[src/rtl/fpm_pkg.sv]
`timescale 1ns/1ps
package fpm_pkg;
  localparam int unsigned FRAC_W = 32;
  localparam int unsigned EXP_W  = 15;
  localparam int unsigned NUM_W  = FRAC_W + EXP_W + 1;
  localparam int unsigned PROD_W = 2 * FRAC_W;
  // product bits below this index never influence kept fraction or guard
  localparam int unsigned LO_CUT = FRAC_W - 2;
  localparam int unsigned HI_W   = PROD_W - LO_CUT;

  typedef struct packed {
    logic [EXP_W-1:0]  expo;
    logic              sgn;
    logic [FRAC_W-1:0] frac;
  } fpm_num_t;

  // bits of operand a kept in partial-product row "row" when columns
  // below "drop" are left out
  function automatic logic [FRAC_W-1:0] keep_mask(int row, int drop);
    logic [FRAC_W-1:0] m;
    for (int i = 0; i < int'(FRAC_W); i++) m[i] = ((i + row) >= drop);
    return m;
  endfunction

  // round-half-up of a kept fraction by its guard bit; bit FRAC_W is carry
  function automatic logic [FRAC_W:0] round_half_up(logic [FRAC_W-1:0] kept,
                                                    logic guard);
    return {1'b0, kept} + {{FRAC_W{1'b0}}, guard};
  endfunction
endpackage

[src/rtl/fpm_frac_mul.sv]
`timescale 1ns/1ps
module fpm_frac_mul
  import fpm_pkg::*;
#(
  parameter bit TRUNCATE  = 1'b0,
  parameter int DROP_COLS = 16,
  parameter int BIAS_ADD  = 3
) (
  input  logic [FRAC_W-1:0] a_frac,
  input  logic [FRAC_W-1:0] b_frac,
  output logic [HI_W-1:0]   prod_hi
);
  generate
    if (DROP_COLS < 0 || DROP_COLS >= int'(LO_CUT) || BIAS_ADD < 0) begin : g_bad_cfg
      $error("fpm_frac_mul: DROP_COLS or BIAS_ADD out of range");
    end

    if (TRUNCATE) begin : g_trunc
      logic [PROD_W-1:0] rows [FRAC_W];
      logic [PROD_W-1:0] acc;
      for (genvar j = 0; j < int'(FRAC_W); j++) begin : g_row
        localparam logic [FRAC_W-1:0] MASK = keep_mask(j, DROP_COLS);
        assign rows[j] = b_frac[j] ? (PROD_W'(a_frac & MASK) << j) : '0;
      end
      always_comb begin
        acc = PROD_W'(BIAS_ADD) << DROP_COLS;
        for (int j = 0; j < int'(FRAC_W); j++) acc = acc + rows[j];
      end
      assign prod_hi = HI_W'(acc >> LO_CUT);
    end else begin : g_full
      assign prod_hi = HI_W'((PROD_W'(a_frac) * PROD_W'(b_frac)) >> LO_CUT);
    end
  endgenerate
endmodule

[src/rtl/fpm_norm_round.sv]
`timescale 1ns/1ps
module fpm_norm_round
  import fpm_pkg::*;
(
  input  logic [EXP_W-1:0]  expo_in,
  input  logic [HI_W-1:0]   prod_hi,   // product bits 63:30
  output logic [EXP_W-1:0]  expo_out,
  output logic [FRAC_W-1:0] frac_out,
  output logic              top_set,   // product reached [2,4)
  output logic              rnd_carry  // rounding overflowed the fraction
);
  logic [FRAC_W-1:0] kept;
  logic              guard;
  logic [FRAC_W:0]   rsum;

  always_comb begin
    top_set   = prod_hi[HI_W-1];
    kept      = top_set ? prod_hi[HI_W-1:2] : prod_hi[HI_W-2:1];
    guard     = top_set ? prod_hi[1] : prod_hi[0];
    rsum      = round_half_up(kept, guard);
    rnd_carry = rsum[FRAC_W];
    frac_out  = rnd_carry ? {1'b1, {(FRAC_W-1){1'b0}}} : rsum[FRAC_W-1:0];
    expo_out  = expo_in + EXP_W'(top_set) + EXP_W'(rnd_carry);
  end
endmodule

[src/rtl/fpm_mul.sv]
`timescale 1ns/1ps
module fpm_mul
  import fpm_pkg::*;
#(
  parameter bit TRUNCATE  = 1'b0,
  parameter int DROP_COLS = 16,
  parameter int BIAS_ADD  = 3
) (
  input  logic             clk,
  input  logic             rst_n,
  input  logic             in_valid,
  output logic             in_ready,
  input  logic [NUM_W-1:0] in_a,
  input  logic [NUM_W-1:0] in_b,
  output logic             out_valid,
  input  logic             out_ready,
  output logic [NUM_W-1:0] out_prod
);
  // whole pipeline moves together unless a finished result is held
  logic adv;
  assign adv      = !out_valid || out_ready;
  assign in_ready = adv;

  // stage A: operand capture
  logic     v_a;
  fpm_num_t op_a, op_b;
  always_ff @(posedge clk or negedge rst_n) begin
    if (!rst_n) v_a <= 1'b0;
    else if (adv) v_a <= in_valid;
  end
  always_ff @(posedge clk) begin
    if (adv && in_valid) begin
      op_a <= fpm_num_t'(in_a);
      op_b <= fpm_num_t'(in_b);
    end
  end

  // stage B: sign, exponent sum, fraction product
  logic              sgn_x;
  logic [EXP_W-1:0]  exp_sum;
  logic [HI_W-1:0]   hi_w;
  assign sgn_x   = op_a.sgn ^ op_b.sgn;
  assign exp_sum = op_a.expo + op_b.expo;

  fpm_frac_mul #(
    .TRUNCATE (TRUNCATE),
    .DROP_COLS(DROP_COLS),
    .BIAS_ADD (BIAS_ADD)
  ) u_fmul (
    .a_frac (op_a.frac),
    .b_frac (op_b.frac),
    .prod_hi(hi_w)
  );

  logic              v_b, sgn_b;
  logic [EXP_W-1:0]  exp_b;
  logic [HI_W-1:0]   hi_b;
  always_ff @(posedge clk or negedge rst_n) begin
    if (!rst_n) v_b <= 1'b0;
    else if (adv) v_b <= v_a;
  end
  always_ff @(posedge clk) begin
    if (adv && v_a) begin
      sgn_b <= sgn_x;
      exp_b <= exp_sum;
      hi_b  <= hi_w;
    end
  end

  // stage C: normalize, round, output register
  logic [EXP_W-1:0]  exp_n;
  logic [FRAC_W-1:0] frac_n;
  logic              top_set, rnd_carry;

  fpm_norm_round u_norm (
    .expo_in  (exp_b),
    .prod_hi  (hi_b),
    .expo_out (exp_n),
    .frac_out (frac_n),
    .top_set  (top_set),
    .rnd_carry(rnd_carry)
  );

  fpm_num_t out_q;
  always_ff @(posedge clk or negedge rst_n) begin
    if (!rst_n) out_valid <= 1'b0;
    else if (adv) out_valid <= v_b;
  end
  always_ff @(posedge clk) begin
    if (adv && v_b) out_q <= '{expo: exp_n, sgn: sgn_b, frac: frac_n};
  end
  assign out_prod = out_q;

  // ---------------- assertions ----------------

  hold_stable_chk: assert property (@(posedge clk) disable iff (!rst_n)
    (out_valid && !out_ready) |=> (out_valid && $stable(out_prod)));


  frac_msb_chk: assert property (@(posedge clk) disable iff (!rst_n)
    out_valid |-> out_prod[FRAC_W-1]);


  fill_a_chk: assert property (@(posedge clk) disable iff (!rst_n)
    (in_valid && in_ready) |=> v_a);


  drain_chk: assert property (@(posedge clk) disable iff (!rst_n)
    (v_b && adv) |=> out_valid);


  prod_range_chk: assert property (@(posedge clk) disable iff (!rst_n)
    v_b |-> (hi_b[HI_W-1:HI_W-2] != 2'b00));


  shift_exp_chk: assert property (@(posedge clk) disable iff (!rst_n)
    (v_b && top_set) |-> (exp_n == exp_b + EXP_W'(1)));


  carry_path_chk: assert property (@(posedge clk) disable iff (!rst_n)
    (v_b && rnd_carry) |-> (!top_set && exp_n == exp_b + EXP_W'(1)));
endmodule

[config.mk]
export PLATFORM = sky130hd
export DESIGN_NAME = fpm_mul
export DESIGN_NICKNAME = d
export VERILOG_FILES = /design/src/rtl/fpm_pkg.sv /design/src/rtl/fpm_frac_mul.sv /design/src/rtl/fpm_norm_round.sv /design/src/rtl/fpm_mul.sv
export SDC_FILE = /design/constraint.sdc
export NUM_CORES = 2
export LEC_CHECK = 0
export ABC_AREA = 1
export BUFFER_PORTS_ARGS = -buffer_cell sky130_fd_sc_hd__buf_2
export CAP_MARGIN = 40
export CORE_MARGIN = 5
export CORE_UTILIZATION = 39
export DETAILED_ROUTE_END_ITERATION = 12
export PLACE_DENSITY = 0.61
export SETUP_SLACK_MARGIN = 0.15
export SYNTH_ARGS = -nofsm -noshare
export SYNTH_HDL_FRONTEND = slang
export SYNTH_SLANG_ARGS = --single-unit
[constraint.sdc]
create_clock -name clk -period 8.3 [get_ports clk]
set_input_delay 0.83 -clock clk [delete_from_list [all_inputs] [get_ports clk]]
set_output_delay 0.83 -clock clk [all_outputs]
set_load 0.02 [all_outputs]
* Yosys cells after proc, flatten, opt, wreduce, memory -nomap -nowiden
Index checks and enable logic that the tools add are counted.
** Storage, ports and cells
- Bits in registers :: 197
- Bits of input ports :: 100
- Output and inout bits :: 50
- Word-level logic and storage cells :: 28
** Operators by class
- Add/subtract/negate cells :: 4
- Multiply operators :: 1
- Muxes and demuxes :: 2
- Bitwise gates (word level) :: 1
- Reduce and logical (&&, ||, !) cells :: 5
** Operators with widths (number)
- multiplier 32 x 32 -> 64 bit :: 1
- adder 32 x 1 -> 33 bit :: 1
- 2-to-1 mux 32 bit :: 1
- adder 15 x 1 -> 15 bit :: 2
- adder 15 bit :: 1
- logical AND 1 bit :: 3
- zero test 1 bit :: 1
- logical OR 1 bit :: 1
- 2-to-1 mux 1 bit :: 1
- XOR 1 bit :: 1

* Depth between registers and ports, before layout
- Word-level depth :: 3
- Gate-level depth with buffers :: 32
- Gate-level depth less buffers :: 31

* By module
Synthesis repeated with hierarchy kept, for this count alone.
** Second synthesis, totals
- Cell total of the unflattened synthesis :: 5492
- Area, all modules :: 43708.2 sq um
** By module, submodules not included
- fpm_frac_mul :: instances 1, cells an instance 4734, area each 35057.4 sq um, seq. area each 0.0 sq um
- fpm_mul :: instances 1, cells an instance 367, area each 6792.8 sq um, seq. area each 5900.7 sq um
- fpm_norm_round :: instances 1, cells an instance 391, area each 1858.0 sq um, seq. area each 0.0 sq um

* Least setup slack after synthesis
OpenSTA, ideal clock, no wires.
- Path kind :: register to register
- Start point :: reg op_a[22] in the netlist's numbering
- End point :: reg hi_b[21] (data pin)
- Library setup time :: 252 ps
- Data arrival time :: 6154 ps
- Required time :: 8048 ps
- Setup slack :: 1893 ps
- Stages on the path, launching flop included :: 27
- Buffers on the path :: 1
- Clock period less this slack :: 6407 ps
- Cells stage by stage :: edfxtp_1 > clkbuf_1 > nand2_1 > fa_1 > inv_1 > fa_1 > inv_1 > fa_1 > inv_1 > fa_1 > fa_1 > fa_1 > fa_1 > inv_1 > fa_1 > inv_1 > ha_1 > nand2_1 > inv_1 > a21oi_1 > o21ai_0 > a21oi_1 > nor2_1 > nor2_1 > nand2_1 > nand2_1 > nand2_1
** Between the ends
- Word-level cells in the longest chain between the ends :: 1
** Ends and longest elaborated chain
- start: declaration :: line fpm_mul.sv:26 : fpm_num_t op_a, op_b;
- start signal: assignment :: line fpm_mul.sv:33 : op_a <= fpm_num_t'(in_a);
- multiplier 32 x 32 -> 64 bit :: line fpm_frac_mul.sv:31 : assign prod_hi = HI_W'((PROD_W'(a_frac) * PROD_W'(b_frac)) >> LO_CUT);
- named net hi_w[21] :: line fpm_mul.sv:41 : logic [HI_W-1:0] hi_w;
- end signal: assignment :: line fpm_mul.sv:66 : hi_b <= hi_w;
- end: declaration :: line fpm_mul.sv:57 : logic [HI_W-1:0] hi_b;
The timed path passes the listed nets, and every way through them passes these cells.
A chain may end at the register's enable or synchronous reset.

* Final worst setup path
- Start point :: reg op_b[11] in the netlist's numbering
- End point :: reg hi_b[17] (data pin)
** Between the ends
- Word-level cells in the longest chain between the ends :: 1
** Ends and longest elaborated chain
- start: declaration :: line fpm_mul.sv:26
- start signal: assignment :: line fpm_mul.sv:34 : op_b <= fpm_num_t'(in_b);
- multiplier 32 x 32 -> 64 bit :: line fpm_frac_mul.sv:31
- named net hi_w[17] :: line fpm_mul.sv:41
The timed path passes the listed nets, and every way through them passes these cells.

==> impl_metrics.json <==
{
  "run_status": "finished, final reports clean",
  "synth_area_per_cell_sq_um": 8.083,
  "worst_setup_path_end_kind": "register",
  "grt_util_met3_pct": 2.248,
  "grt_antenna_before_repair": 3,
  "post-dp-hpwl_um": 102400,
  "cts_sinks": 197,
  "r2r.worst_path.cells": 25,
  "postRouteAntennaNets": 0,
  "cts_setup_buffers": 0,
  "syn_nets": 6629,
  "drv_cap": 0,
  "route.final.wire_length_um": 121700,
  "fmax_mhz": 130.3,
  "ys_warnings": 0,
  "buffer_ports.inserted": 149,
  "r2r_endpoint": "hi_b[17]",
  "finalNetCount": 6730,
  "arrival_ns": 7.90,
  "cts_resized": 0,
  "critPathCapture": "hi_b[17]",
  "groute.layer.met1.usage_pct": 27.53,
  "critical_path_required_ns": 8.53,
  "path_clk_slew_ns": 0.10,
  "drc": 0,
  "rows": 122,
  "die_x_um": 343.1,
  "synthMostInstantiatedCell": "sky130_fd_sc_hd__inv_1",
  "wire_length_of_the_first_global_routing_pass_um": 196000,
  "cts_max_level": 4,
  "routed-via-count": 32881,
  "cts_max_path_buffers": 2,
  "final_min_period_over_clock_period_pct": 92.50,
  "dr.pass1.iters": 5,
  "stdcell_count": 6958,
  "drt_first_iter_violations": 2098,
  "cts_root_buffer": "sky130_fd_sc_hd__clkbuf_16",
  "place.detailed.instances": 6924,
  "synthTopCellsByArea": "sky130_fd_sc_hd__fa_1 41%, sky130_fd_sc_hd__inv_1 15%, sky130_fd_sc_hd__edfxtp_1 13%",
  "worst-slew-pin-transition_ns": 0.9559,
  "worst_skew_pair.late_latency_ns": 0.53,
  "gr-usage-all-layers_pct": 21.43,
  "skew_ns": 0.03959,
  "wire_per_inst_um": 17.49,
  "min_path_type": "in2async",
  "synthFlopType": "sky130_fd_sc_hd__edfxtp_1",
  "cts_tree": "done",
  "global_route.peak_usage_layer": "met2",
  "crit-reg2reg-launch": "op_b[11]",
  "postSynth.asyncResetShare_pct": 1.523,
  "synth_top_cell_by_area": "sky130_fd_sc_hd__fa_1",
  "synth_seq_cells": 197,
  "finalWeightedCongestion": 0.9148,
  "synth.cell_area_sq_mm": 0.04328,
  "critical_path.startpoint": "op_b[11]",
  "syn-instance-count": 5355,
  "drv_slew": 0,
  "grt.met2_usage_pct": 38.42,
  "grt_max_degree": 58,
  "critical_path_peak_fanout": 17,
  "ctsHoldBuffers": 0,
  "seq_area_frac_synth_pct": 13.63,
  "post_route_cells_drive_above_1_share_pct": 6.455,
  "global_route_congestion_overflow_total": 0,
  "post_synth_num_cell_types": 43,
  "number_of_enable_type_register_cells_in_the_synthesized_netlist": 194,
  "floorplan.die.height_um": 343.1,
  "fp.dieArea_sq_mm": 0.1177,
  "synthDominantCellAreaShare_pct": 41.49,
  "setup_crit_path_kind": "reg2reg",
  "io_pins": 150,
  "timing.reg2reg.setup_slack_ns": 0.62,
  "routed_via_density": 4.726,
  "post-route-min-period_ns": 7.677,
  "flow.area_growth_from_synthesis_pct": 8.933,
  "maxSlewHeadroom_pct": 36.27,
  "setup_total_negative_slack_ns": 0,
  "core_region_area_sq_mm": 0.1105,
  "finalSetupViolCount": 0,
  "worstSetupStartpointType": "register",
  "cts-buffers-inserted": 17,
  "rsz0062_at_grt": "false",
  "starting_density_of_the_core_pct": 39.16,
  "post_synth_most_frequent_cells": "1690 x sky130_fd_sc_hd__inv_1, 1473 x sky130_fd_sc_hd__nand2_1, 897 x sky130_fd_sc_hd__fa_1, 277 x sky130_fd_sc_hd__ha_1, 195 x sky130_fd_sc_hd__nor2_1",
  "finalHoldViolations": 0,
  "grt_pass1_vias": 35516,
  "nFillCells": 11181
}
stage by stage:
stage | hold WS (ns) | utilization (%) | area (sq um) | setup WS [ns]
detailed placement | 0.4152 | 42.04 | 46460 | 0.6593
floorplan | 0.4003 | - | 43280 | 1.893
global placement | 0.4016 | 41.64 | 46020 | 0.4779
global route | 0.08424 | 42.66 | 47150 | 0.3012
finish | 0.1097 | 42.66 | 47150 | 0.6227
CTS | 0.06990 | 42.64 | 47120 | 0.6171
critical path: stages (launching register included):
cell,delay [ns]
sky130_fd_sc_hd__edfxtp_1,0.96
sky130_fd_sc_hd__nand2_1,0.18
sky130_fd_sc_hd__fa_1,0.57
sky130_fd_sc_hd__inv_1,0.05
sky130_fd_sc_hd__fa_1,0.47
sky130_fd_sc_hd__inv_1,0.06
sky130_fd_sc_hd__fa_1,0.52
sky130_fd_sc_hd__inv_1,0.05
sky130_fd_sc_hd__fa_1,0.48
sky130_fd_sc_hd__fa_1,0.59
sky130_fd_sc_hd__fa_1,0.43
sky130_fd_sc_hd__fa_1,0.52
sky130_fd_sc_hd__inv_1,0.06
sky130_fd_sc_hd__fa_1,0.51
sky130_fd_sc_hd__inv_1,0.05
sky130_fd_sc_hd__ha_1,0.38
sky130_fd_sc_hd__nand2_1,0.16
sky130_fd_sc_hd__inv_1,0.05
sky130_fd_sc_hd__a21oi_1,0.26
sky130_fd_sc_hd__o21ai_0,0.27
sky130_fd_sc_hd__a21oi_1,0.18
sky130_fd_sc_hd__nand2_1,0.20
sky130_fd_sc_hd__nand2_1,0.14
sky130_fd_sc_hd__nand2_1,0.06
sky130_fd_sc_hd__nand2_1,0.06
sky130_fd_sc_hd__nand2_1,0.10
per-layer routing:
layer	vias up	wire, um
met3	194	6295
met1	16433	50020
li1	15297	-
met2	955	61920
met5	-	13
met4	2	3469
area by class of cell:
type	count	area (sq um)	area share, %
inverters	1692	6355	13.48
well taps	1488	1862	3.949
flip-flops and latches	197	5901	12.51
diodes	1	2.502	0.005307
clock inverters	15	236.5	0.5016
multi-input cells	3267	30250	64.15
clock buffers	17	425.4	0.9023
repair buffers	281	2120	4.495
flip-flops by register name, summed over array words and instances, names as in the netlist:
register and flops:
exp_b 15, v_b 1, out_valid 1, op_b 48, v_a 1, out_prod 48
op_a 48, hi_b 34, sgn_b 1
kinds of logic (layout without fill, tap and decap cells):
kind of cell	after synthesis	in the layout	share of synthesized area, %
AOI/OAI and AO/OA	215	215	2.723
xor gates and xnor gates	57	57	1.153
adders and majority gates	1174	1174	49.50
buffers and inverters	1891	2005	16.52
DFF	197	197	13.63
muxes	1	1	0.02313
other	0	1	0
and+or+nand+nor	1820	1820	16.45
cells in the final DEF (no fill, tap or decap), drive strengths merged:
cell type / count
nor4: 5
nor2: 205
edfxtp: 194
xor2: 44
nand3: 77
a21o: 4
o21bai: 13
a21oi: 114
fa: 897
nor3b: 2
mux2i: 1
and3: 1
nand3b: 2
clkinv: 5
clkbuf: 17
nand2: 1477
o211ai: 1
xnor2: 13
o21a: 2
a31oi: 1
o21ai: 76
diode: 1
a21boi: 3
or2: 3
o31ai: 1
dfrtp: 3
nand4: 12
nor3: 36
ha: 277
inv: 1702
buf: 281
worst min-delay path by stage:
| stage | end | slack [ns] | cells past startpoint | startpoint |
|---|---|---|---|---|
| 6_report | v_b | 0.11 | 1 | rst_n |
| 5_1_grt | out_valid | 0.08 | 1 | rst_n |
| 4_1_cts | v_a | 0.07 | 1 | rst_n |
| 3_5_place_dp | out_prod[32] | 0.42 | 0 | sgn_b |
| 3_3_place_gp | out_prod[32] | 0.40 | 0 | sgn_b |
| 2_1_floorplan | out_prod[32] | 0.40 | 0 | sgn_b |
Power is not shown: default switching activity piles up to over one toggle a cycle in this logic, so the estimate is an artifact.
